<file path="config.mk">
export PLATFORM = sky130hd
export DESIGN_NAME = devend_retry_ctrl
export DESIGN_NICKNAME = d
export VERILOG_FILES = /design/src/rtl/devend_retry_pkg.sv /design/src/rtl/dr_retry_count.sv /design/src/rtl/dr_jump_track.sv /design/src/rtl/dr_prog_state.sv /design/src/rtl/devend_retry_ctrl.sv
export SDC_FILE = /design/constraint.sdc
export NUM_CORES = 1
export LEC_CHECK = 0
export ABC_AREA = 1
export BUFFER_PORTS_ARGS = -buffer_cell sky130_fd_sc_hd__clkbuf_2
export CELL_PAD_IN_SITES_DETAIL_PLACEMENT = 0
export CELL_PAD_IN_SITES_GLOBAL_PLACEMENT = 1
export CORE_MARGIN = 2
export CORE_UTILIZATION = 24
export CTS_CLUSTER_SIZE = 24
export DETAILED_ROUTE_END_ITERATION = 16
export PLACE_DENSITY_LB_ADDON = 0.1
export SLEW_MARGIN = 10
export SYNTH_ARGS = -nofsm -noshare
export SYNTH_HDL_FRONTEND = slang
export SYNTH_SLANG_ARGS = --single-unit
</file>
<file path="constraint.sdc">
create_clock -name clk -period 4.3 [get_ports clk]
set_input_delay 0.43 -clock clk [delete_from_list [all_inputs] [get_ports clk]]
set_output_delay 0.43 -clock clk [all_outputs]
set_load 0.01 [all_outputs]
</file>
<file path="src/rtl/devend_retry_pkg.sv">
package devend_retry_pkg;
  localparam int unsigned DEF_RETRY_W = 4;
  localparam int unsigned DEF_DATA_W  = 16;

  typedef struct packed {
    logic busy;
    logic in_x;
    logic out_x;
  } prog_st_t;
endpackage

</file>
<file path="src/rtl/dr_retry_count.sv">
module dr_retry_count #(
  parameter int unsigned RETRY_W = 4,
  parameter int unsigned DATA_W  = 16
) (
  input  logic              clk,
  input  logic              rst_n,
  input  logic              set_retry,
  input  logic [DATA_W-1:0] data,
  input  logic              dev_end,
  input  logic              clear,
  output logic              exhaust
);
  localparam logic [RETRY_W-1:0] ZERO = '0;
  localparam logic [RETRY_W-1:0] ONE  = RETRY_W'(1);

  logic [RETRY_W-1:0] cnt_q, eff, cnt_d;

  // set-retry is applied before device-end: device-end sees the loaded value
  always_comb begin
    eff     = set_retry ? data[RETRY_W-1:0] : cnt_q;
    exhaust = dev_end && (eff == ZERO);
    cnt_d   = eff;
    if (dev_end && (eff != ZERO)) cnt_d = eff - ONE;
    if (clear) cnt_d = ZERO;
  end

  always_ff @(posedge clk or negedge rst_n) begin
    if (!rst_n) cnt_q <= ZERO;
    else        cnt_q <= cnt_d;
  end

  AST_CNT_STEP: assert property (@(posedge clk) disable iff (!rst_n)
    (dev_end && !set_retry && !clear && cnt_q != ZERO) |=> (cnt_q == $past(cnt_q) - ONE));
  AST_CNT_CLEARED: assert property (@(posedge clk) disable iff (!rst_n)
    clear |=> (cnt_q == ZERO));
  AST_NO_EXHAUST_IF_LOADED: assert property (@(posedge clk) disable iff (!rst_n)
    (set_retry && data[RETRY_W-1:0] != ZERO) |-> !exhaust);
endmodule

</file>
<file path="src/rtl/dr_jump_track.sv">
module dr_jump_track (
  input  logic clk,
  input  logic rst_n,
  input  logic dev_end_fn,
  input  logic set_jump,
  input  logic svc_strobe,
  input  logic xfer_active,
  input  logic busy_drop,
  output logic jump_met_o,
  output logic dev_end_o,
  output logic svc_req_o
);
  logic jump_q, devend_q;
  logic jump_d, devend_d;

  always_comb begin
    jump_d = jump_q;
    if (set_jump)   jump_d = 1'b0;
    if (dev_end_fn) jump_d = 1'b1;
    if (busy_drop)  jump_d = 1'b0;

    devend_d = devend_q;
    if (svc_strobe && devend_q) devend_d = xfer_active;
    if (dev_end_fn) devend_d = 1'b1;
  end

  always_ff @(posedge clk or negedge rst_n) begin
    if (!rst_n) begin
      jump_q     <= 1'b0;
      devend_q   <= 1'b0;
      jump_met_o <= 1'b0;
      dev_end_o  <= 1'b0;
      svc_req_o  <= 1'b0;
    end else begin
      jump_q     <= jump_d;
      devend_q   <= devend_d;
      jump_met_o <= set_jump && jump_q;
      dev_end_o  <= svc_strobe && devend_q;
      svc_req_o  <= svc_strobe && devend_q;
    end
  end

  AST_JUMP_CLEARED: assert property (@(posedge clk) disable iff (!rst_n)
    (set_jump && !dev_end_fn) |=> !jump_q);
  AST_DEVEND_HOLD: assert property (@(posedge clk) disable iff (!rst_n)
    (svc_strobe && devend_q && xfer_active) |=> devend_q);
  AST_DEVEND_SETS_JUMP: assert property (@(posedge clk) disable iff (!rst_n)
    (dev_end_fn && !busy_drop) |=> (jump_q && devend_q));
endmodule

</file>
<file path="src/rtl/dr_prog_state.sv">
module dr_prog_state
  import devend_retry_pkg::*;
(
  input  logic clk,
  input  logic rst_n,
  input  logic prog_start,
  input  logic prog_end,
  input  logic in_start,
  input  logic in_stop,
  input  logic out_start,
  input  logic out_stop,
  input  logic int_path,
  input  logic chan_err,
  output logic busy_drop,
  output logic busy_o,
  output logic in_xfer_o,
  output logic out_xfer_o,
  output logic abort_o,
  output logic int_set_o,
  output logic xfer_err_o,
  output logic eod_o,
  output logic int_ok_o
);
  prog_st_t st_q, st_d;
  logic clr_act;
  logic eod_q, eod_d, intok_q, intok_d, xerr_q, xerr_d;

  always_comb begin
    clr_act   = st_q.busy && (int_path || chan_err);
    busy_drop = st_q.busy && (prog_end || clr_act);

    st_d = st_q;
    if (prog_start) st_d.busy = 1'b1;
    if (busy_drop)  st_d.busy = 1'b0;
    if (in_stop)    st_d.in_x = 1'b0;
    if (in_start)   st_d.in_x = 1'b1;
    if (out_stop)   st_d.out_x = 1'b0;
    if (out_start)  st_d.out_x = 1'b1;
    if (clr_act) begin
      st_d.in_x  = 1'b0;
      st_d.out_x = 1'b0;
    end

    eod_d = eod_q;
    if (in_start || out_start) eod_d = 1'b0;
    if (clr_act || busy_drop)  eod_d = 1'b1;

    intok_d = intok_q;
    if (prog_start && !st_q.busy) intok_d = 1'b0;
    if (busy_drop) intok_d = 1'b1;

    xerr_d = xerr_q;
    if (int_path) xerr_d = 1'b0;
    if (chan_err) xerr_d = 1'b1;
  end

  always_ff @(posedge clk or negedge rst_n) begin
    if (!rst_n) begin
      st_q      <= '0;
      eod_q     <= 1'b1;
      intok_q   <= 1'b1;
      xerr_q    <= 1'b0;
      abort_o   <= 1'b0;
      int_set_o <= 1'b0;
    end else begin
      st_q      <= st_d;
      eod_q     <= eod_d;
      intok_q   <= intok_d;
      xerr_q    <= xerr_d;
      abort_o   <= clr_act;
      int_set_o <= int_path;
    end
  end

  assign busy_o     = st_q.busy;
  assign in_xfer_o  = st_q.in_x;
  assign out_xfer_o = st_q.out_x;
  assign eod_o      = eod_q;
  assign int_ok_o   = intok_q;
  assign xfer_err_o = xerr_q;

  AST_ABORT_WAS_BUSY: assert property (@(posedge clk) disable iff (!rst_n)
    abort_o |-> $past(st_q.busy));
  AST_ABORT_LEAVES_IDLE: assert property (@(posedge clk) disable iff (!rst_n)
    abort_o |-> (!st_q.busy && !st_q.in_x && !st_q.out_x && eod_q));
  AST_IDLE_ENTRY_FLAGS: assert property (@(posedge clk) disable iff (!rst_n)
    $fell(st_q.busy) |-> (intok_q && eod_q));
  AST_ERR_FLAG_SET: assert property (@(posedge clk) disable iff (!rst_n)
    chan_err |=> xerr_q);
endmodule

</file>
<file path="src/rtl/devend_retry_ctrl.sv">
module devend_retry_ctrl
  import devend_retry_pkg::*;
#(
  parameter int unsigned RETRY_W = DEF_RETRY_W,
  parameter int unsigned DATA_W  = DEF_DATA_W
) (
  input  logic              clk,
  input  logic              rst_n,
  input  logic              prog_start,
  input  logic              prog_end,
  input  logic              in_xfer_start,
  input  logic              in_xfer_stop,
  input  logic              out_xfer_start,
  input  logic              out_xfer_stop,
  input  logic              ctl_set_retry,
  input  logic [DATA_W-1:0] ctl_data,
  input  logic              ctl_dev_end,
  input  logic              ctl_set_int,
  input  logic              chan_svc_strobe,
  input  logic              chan_set_jump,
  input  logic              chan_xfer_err,
  input  logic              chan_pwr_warn,
  output logic              dev_end_o,
  output logic              svc_req_o,
  output logic              jump_met_o,
  output logic              abort_o,
  output logic              int_set_o,
  output logic              xfer_err_o,
  output logic              eod_o,
  output logic              int_ok_o,
  output logic              busy_o,
  output logic              in_xfer_o,
  output logic              out_xfer_o
);
  logic exhaust, int_path, chan_err, busy_drop;

  assign int_path = exhaust || ctl_set_int;
  assign chan_err = chan_xfer_err || chan_pwr_warn;

  dr_retry_count #(.RETRY_W(RETRY_W), .DATA_W(DATA_W)) u_cnt (
    .clk(clk), .rst_n(rst_n),
    .set_retry(ctl_set_retry), .data(ctl_data),
    .dev_end(ctl_dev_end), .clear(busy_drop),
    .exhaust(exhaust)
  );

  dr_jump_track u_jump (
    .clk(clk), .rst_n(rst_n),
    .dev_end_fn(ctl_dev_end), .set_jump(chan_set_jump),
    .svc_strobe(chan_svc_strobe), .xfer_active(in_xfer_o || out_xfer_o),
    .busy_drop(busy_drop),
    .jump_met_o(jump_met_o), .dev_end_o(dev_end_o), .svc_req_o(svc_req_o)
  );

  dr_prog_state u_prog (
    .clk(clk), .rst_n(rst_n),
    .prog_start(prog_start), .prog_end(prog_end),
    .in_start(in_xfer_start), .in_stop(in_xfer_stop),
    .out_start(out_xfer_start), .out_stop(out_xfer_stop),
    .int_path(int_path), .chan_err(chan_err),
    .busy_drop(busy_drop),
    .busy_o(busy_o), .in_xfer_o(in_xfer_o), .out_xfer_o(out_xfer_o),
    .abort_o(abort_o), .int_set_o(int_set_o), .xfer_err_o(xfer_err_o),
    .eod_o(eod_o), .int_ok_o(int_ok_o)
  );

  AST_SVC_MATCHES_DEVEND: assert property (@(posedge clk) disable iff (!rst_n)
    dev_end_o |-> svc_req_o);
  AST_SILENT_RETRY: assert property (@(posedge clk) disable iff (!rst_n)
    (ctl_dev_end && !exhaust && !ctl_set_int && !chan_err && !prog_end) |=> !abort_o);
endmodule

</file>
==> impl_metrics.env <==
export IMPL_cts_tree="done"
export IMPL_grt_usage_pct=9.34
export IMPL_synth_area_top_cells="dfrtp_1, nand2_1, nor2_1, inv_1, dfstp_2"
export IMPL_dpl_cell_count=165
export IMPL_fillerInstances=350
export IMPL_p_leak_nw=0.564
export IMPL_clk_pin_slew_ps=90
export IMPL_drtIter0Drc=11
export IMPL_pin_count=42
export IMPL_cts_buffers=3
export IMPL_endpoint="u_cnt.cnt_q[0]$_DFF_PN0_"
export IMPL_gp_congestion=0.756
export IMPL_rows=20
export IMPL_finalClockSkew_ps=4.58
export IMPL_p_per_area_mw_per_mm2=501
export IMPL_synth_top_area_cell="dfrtp_1"
export IMPL_grt_antenna_before_repair=0
export IMPL_timing_rr_start="u_cnt.cnt_q[0]$_DFF_PN0_"
export IMPL_io_buffers=29
export IMPL_yosysWarnings=0
export IMPL_die_area_sq_mm=0.00366
export IMPL_startpoint="ctl_set_retry"
export IMPL_clk_latency_ps=280
export IMPL_initial_core_util_pct=25.1
export IMPL_drc=0
export IMPL_critical_path_buf_inv_count=3
export IMPL_core_area_sq_mm=0.00305
export IMPL_cp_required_ps=4470
export IMPL_post_cts_buffers=0
export IMPL_worstMarginPinSlew_ps=398
export IMPL_grt_pass1_vias=564
export IMPL_clock_sinks=16
export IMPL_critical_path_max_stage_delay_ps=180
export IMPL_num_antenna_cells=0
export IMPL_cts_resized=0
export IMPL_reg2reg_depth=11
export IMPL_syn_avg_cell_area_sq_um=8.23
export IMPL_ctsHtreeMaxLevel=1
export IMPL_instances_no_fill=169
export IMPL_final_setup_viol_count=0
export IMPL_vias=638
export IMPL_synth_most_common_cell="nand2_1"
export IMPL_finalHoldViolCount=0
export IMPL_cp_max_fo=6
export IMPL_cp_start_kind="primary input"
export IMPL_synth_edf_count=0
export IMPL_grt_max_degree=17
export IMPL_drv_cap=0
export IMPL_critical_path_depth=13
export IMPL_ys_ff_latch=16
export IMPL_nNetsFinal=158
export IMPL_path_cells="clkbuf_2 -> inv_2 -> nand2_1 -> nand2_1 -> inv_1 -> ha_1 -> nand3_2 -> nor2_2 -> nand2_2 -> nand3_2 -> nand2_2 -> nand2_4 -> nor2_1"
export IMPL_seq_area_frac_synth_pct=52.6
export IMPL_synth_async_sr_flop_share_pct=100
export IMPL_status="complete, no violations"
export IMPL_synth_area_sq_um=766
export IMPL_dpl_instance_area_sq_um=958
export IMPL_drive_gt1_share_pct=36.8
export IMPL_drt_wl_total_mm=1.48
export IMPL_slew_viol_final=0
export IMPL_grt_ovfl_total=0
export IMPL_cts_hold_buf=0
export IMPL_ir_drop_uv=159
export IMPL_end_kind="register"
export IMPL_arrival_ps=1690
export IMPL_postLayoutCellArea_sq_um=995
export IMPL_drtPass1Iterations=2
export IMPL_die_x_microns=60.5
export IMPL_die_h_microns=60.5
export IMPL_timing_slew_headroom_pct=73.5
export IMPL_critPathKind="in -> reg"
export IMPL_synthToLayoutAreaGrowth_pct=29.9
export IMPL_timing_final_crit_share_pct=35.3
export IMPL_wire_per_inst_microns=8.73
export IMPL_yosysUniqueCellTypes=18
export IMPL_cts_root_buf="clkbuf_4"
export IMPL_rrSetupSlack_ps=2780
export IMPL_ys_top_cells_by_count="nand2_1, nor2_1, inv_1"
export IMPL_drtAntennaViolNets=0
export IMPL_synthFlopType="dfrtp_1"
export IMPL_synth_top_area_share_pct=45.8
export IMPL_crit_path_top_delay_cell="ha_1"
export IMPL_post_drt_via_cell_ratio=3.78
export IMPL_fmax_mhz=658
export IMPL_rsz0062_at_grt="false"
export IMPL_fin_tns_setup_ps=0
export IMPL_dpl_hpwl_mm=1.20
export IMPL_netlist_instances=93
export IMPL_syn_nets=125
export IMPL_hold_path_class="in -> async"
export IMPL_final_util_pct=32.6
export IMPL_grt_pass1_wl_mm=2.44
export IMPL_crit_family="simple AND/OR/NAND/NOR gates"
export IMPL_hold_slack_ps=56.8
export IMPL_min_period_ps=1520
export IMPL_r2r_end="u_cnt.cnt_q[0]$_DFF_PN0_"
export IMPL_clk_path_buf_depth=2
==> cell families (layout without fill, tap and decap cells) <==
group           Yosys count  count (layout)  synth area share (%)
simple gates             49              49                  28.8
buf+inv                  18              50                  9.31
flops                    16              16                  52.6
compound gates            8               8                  6.54
fa+ha+maj                 1               1                  1.63
xor+xnor                  1               1                  1.14
==> routing by layer <==
metal	vias to the layer above	GRT usage, %	part of all wire (%)
li1	349	-	-
met1	268	12.2	49
met2	19	13.4	44
met3	2	4.48	6.1
met4	0	3.73	1.3
met5	-	0	0
==> worst min-delay path by stage <==
stage                from                   endpoint  slack [ps]  cells past startpoint
finish              rst_n  u_jump.jump_q$_DFFE_PN0P_          60                      1
global route        rst_n   u_cnt.cnt_q[1]$_DFF_PN0_          70                      1
CTS                 rst_n   u_cnt.cnt_q[1]$_DFF_PN0_          60                      1
detailed placement  rst_n   u_cnt.cnt_q[0]$_DFF_PN0_         380                      1
global placement    rst_n   u_cnt.cnt_q[0]$_DFF_PN0_         390                      1
floorplan           rst_n   u_cnt.cnt_q[0]$_DFF_PN0_         130                      0
==> final cells by class <==
| type | count | area, sq um | area share (%) |
|---|---|---|---|
| Clock buffer | 4 | 36.3 | 3.65 |
| Inverter | 17 | 63.8 | 6.42 |
| Multi-Input combinational cell | 59 | 292 | 29.3 |
| Sequential cell | 16 | 403 | 40.5 |
| Tap cell | 44 | 55.1 | 5.53 |
| Timing Repair Buffer | 29 | 145 | 14.6 |
==> registers in the layout (all words and copies together), names as in the netlist <==
name and cells:
u_cnt.cnt_q 4, u_jump.dev_end_o 1, u_jump.devend_q 1, u_jump.jump_met_o 1
u_jump.jump_q 1, u_prog.abort_o 1, u_prog.busy_o 1, u_prog.eod_o 1
u_prog.in_xfer_o 1, u_prog.int_ok_o 1, u_prog.int_set_o 1, u_prog.out_xfer_o 1
u_prog.xfer_err_o 1
==> cell usage in the layout, fill, tap and decap left out, drive strengths merged <==
master	instances
a22oi	1
nand2	25
dfrtp	14
clkbuf	33
ha	1
nor2	17
a21oi	3
inv	17
o21ai	4
xor2	1
dfstp	2
nand3	7
==> power by group <==
group	switching (mW)	leakage (nW)	internal (mW)
Clock	0.0447	0.0210	0.0515
Combinational	0.105	0.352	0.0668
Sequential	0.0248	0.191	0.205
==> stage by stage <==
step | power (mW) | setup slack (ps)
final | 0.498 | 2780
after global routing | 0.547 | 2630
after CTS | 0.510 | 2770
after detailed placement | 0.409 | 2470
after global placement | 0.408 | 2440
after floorplan | 0.345 | 2830
No activity file was read; power rests on OpenSTA's default activity.
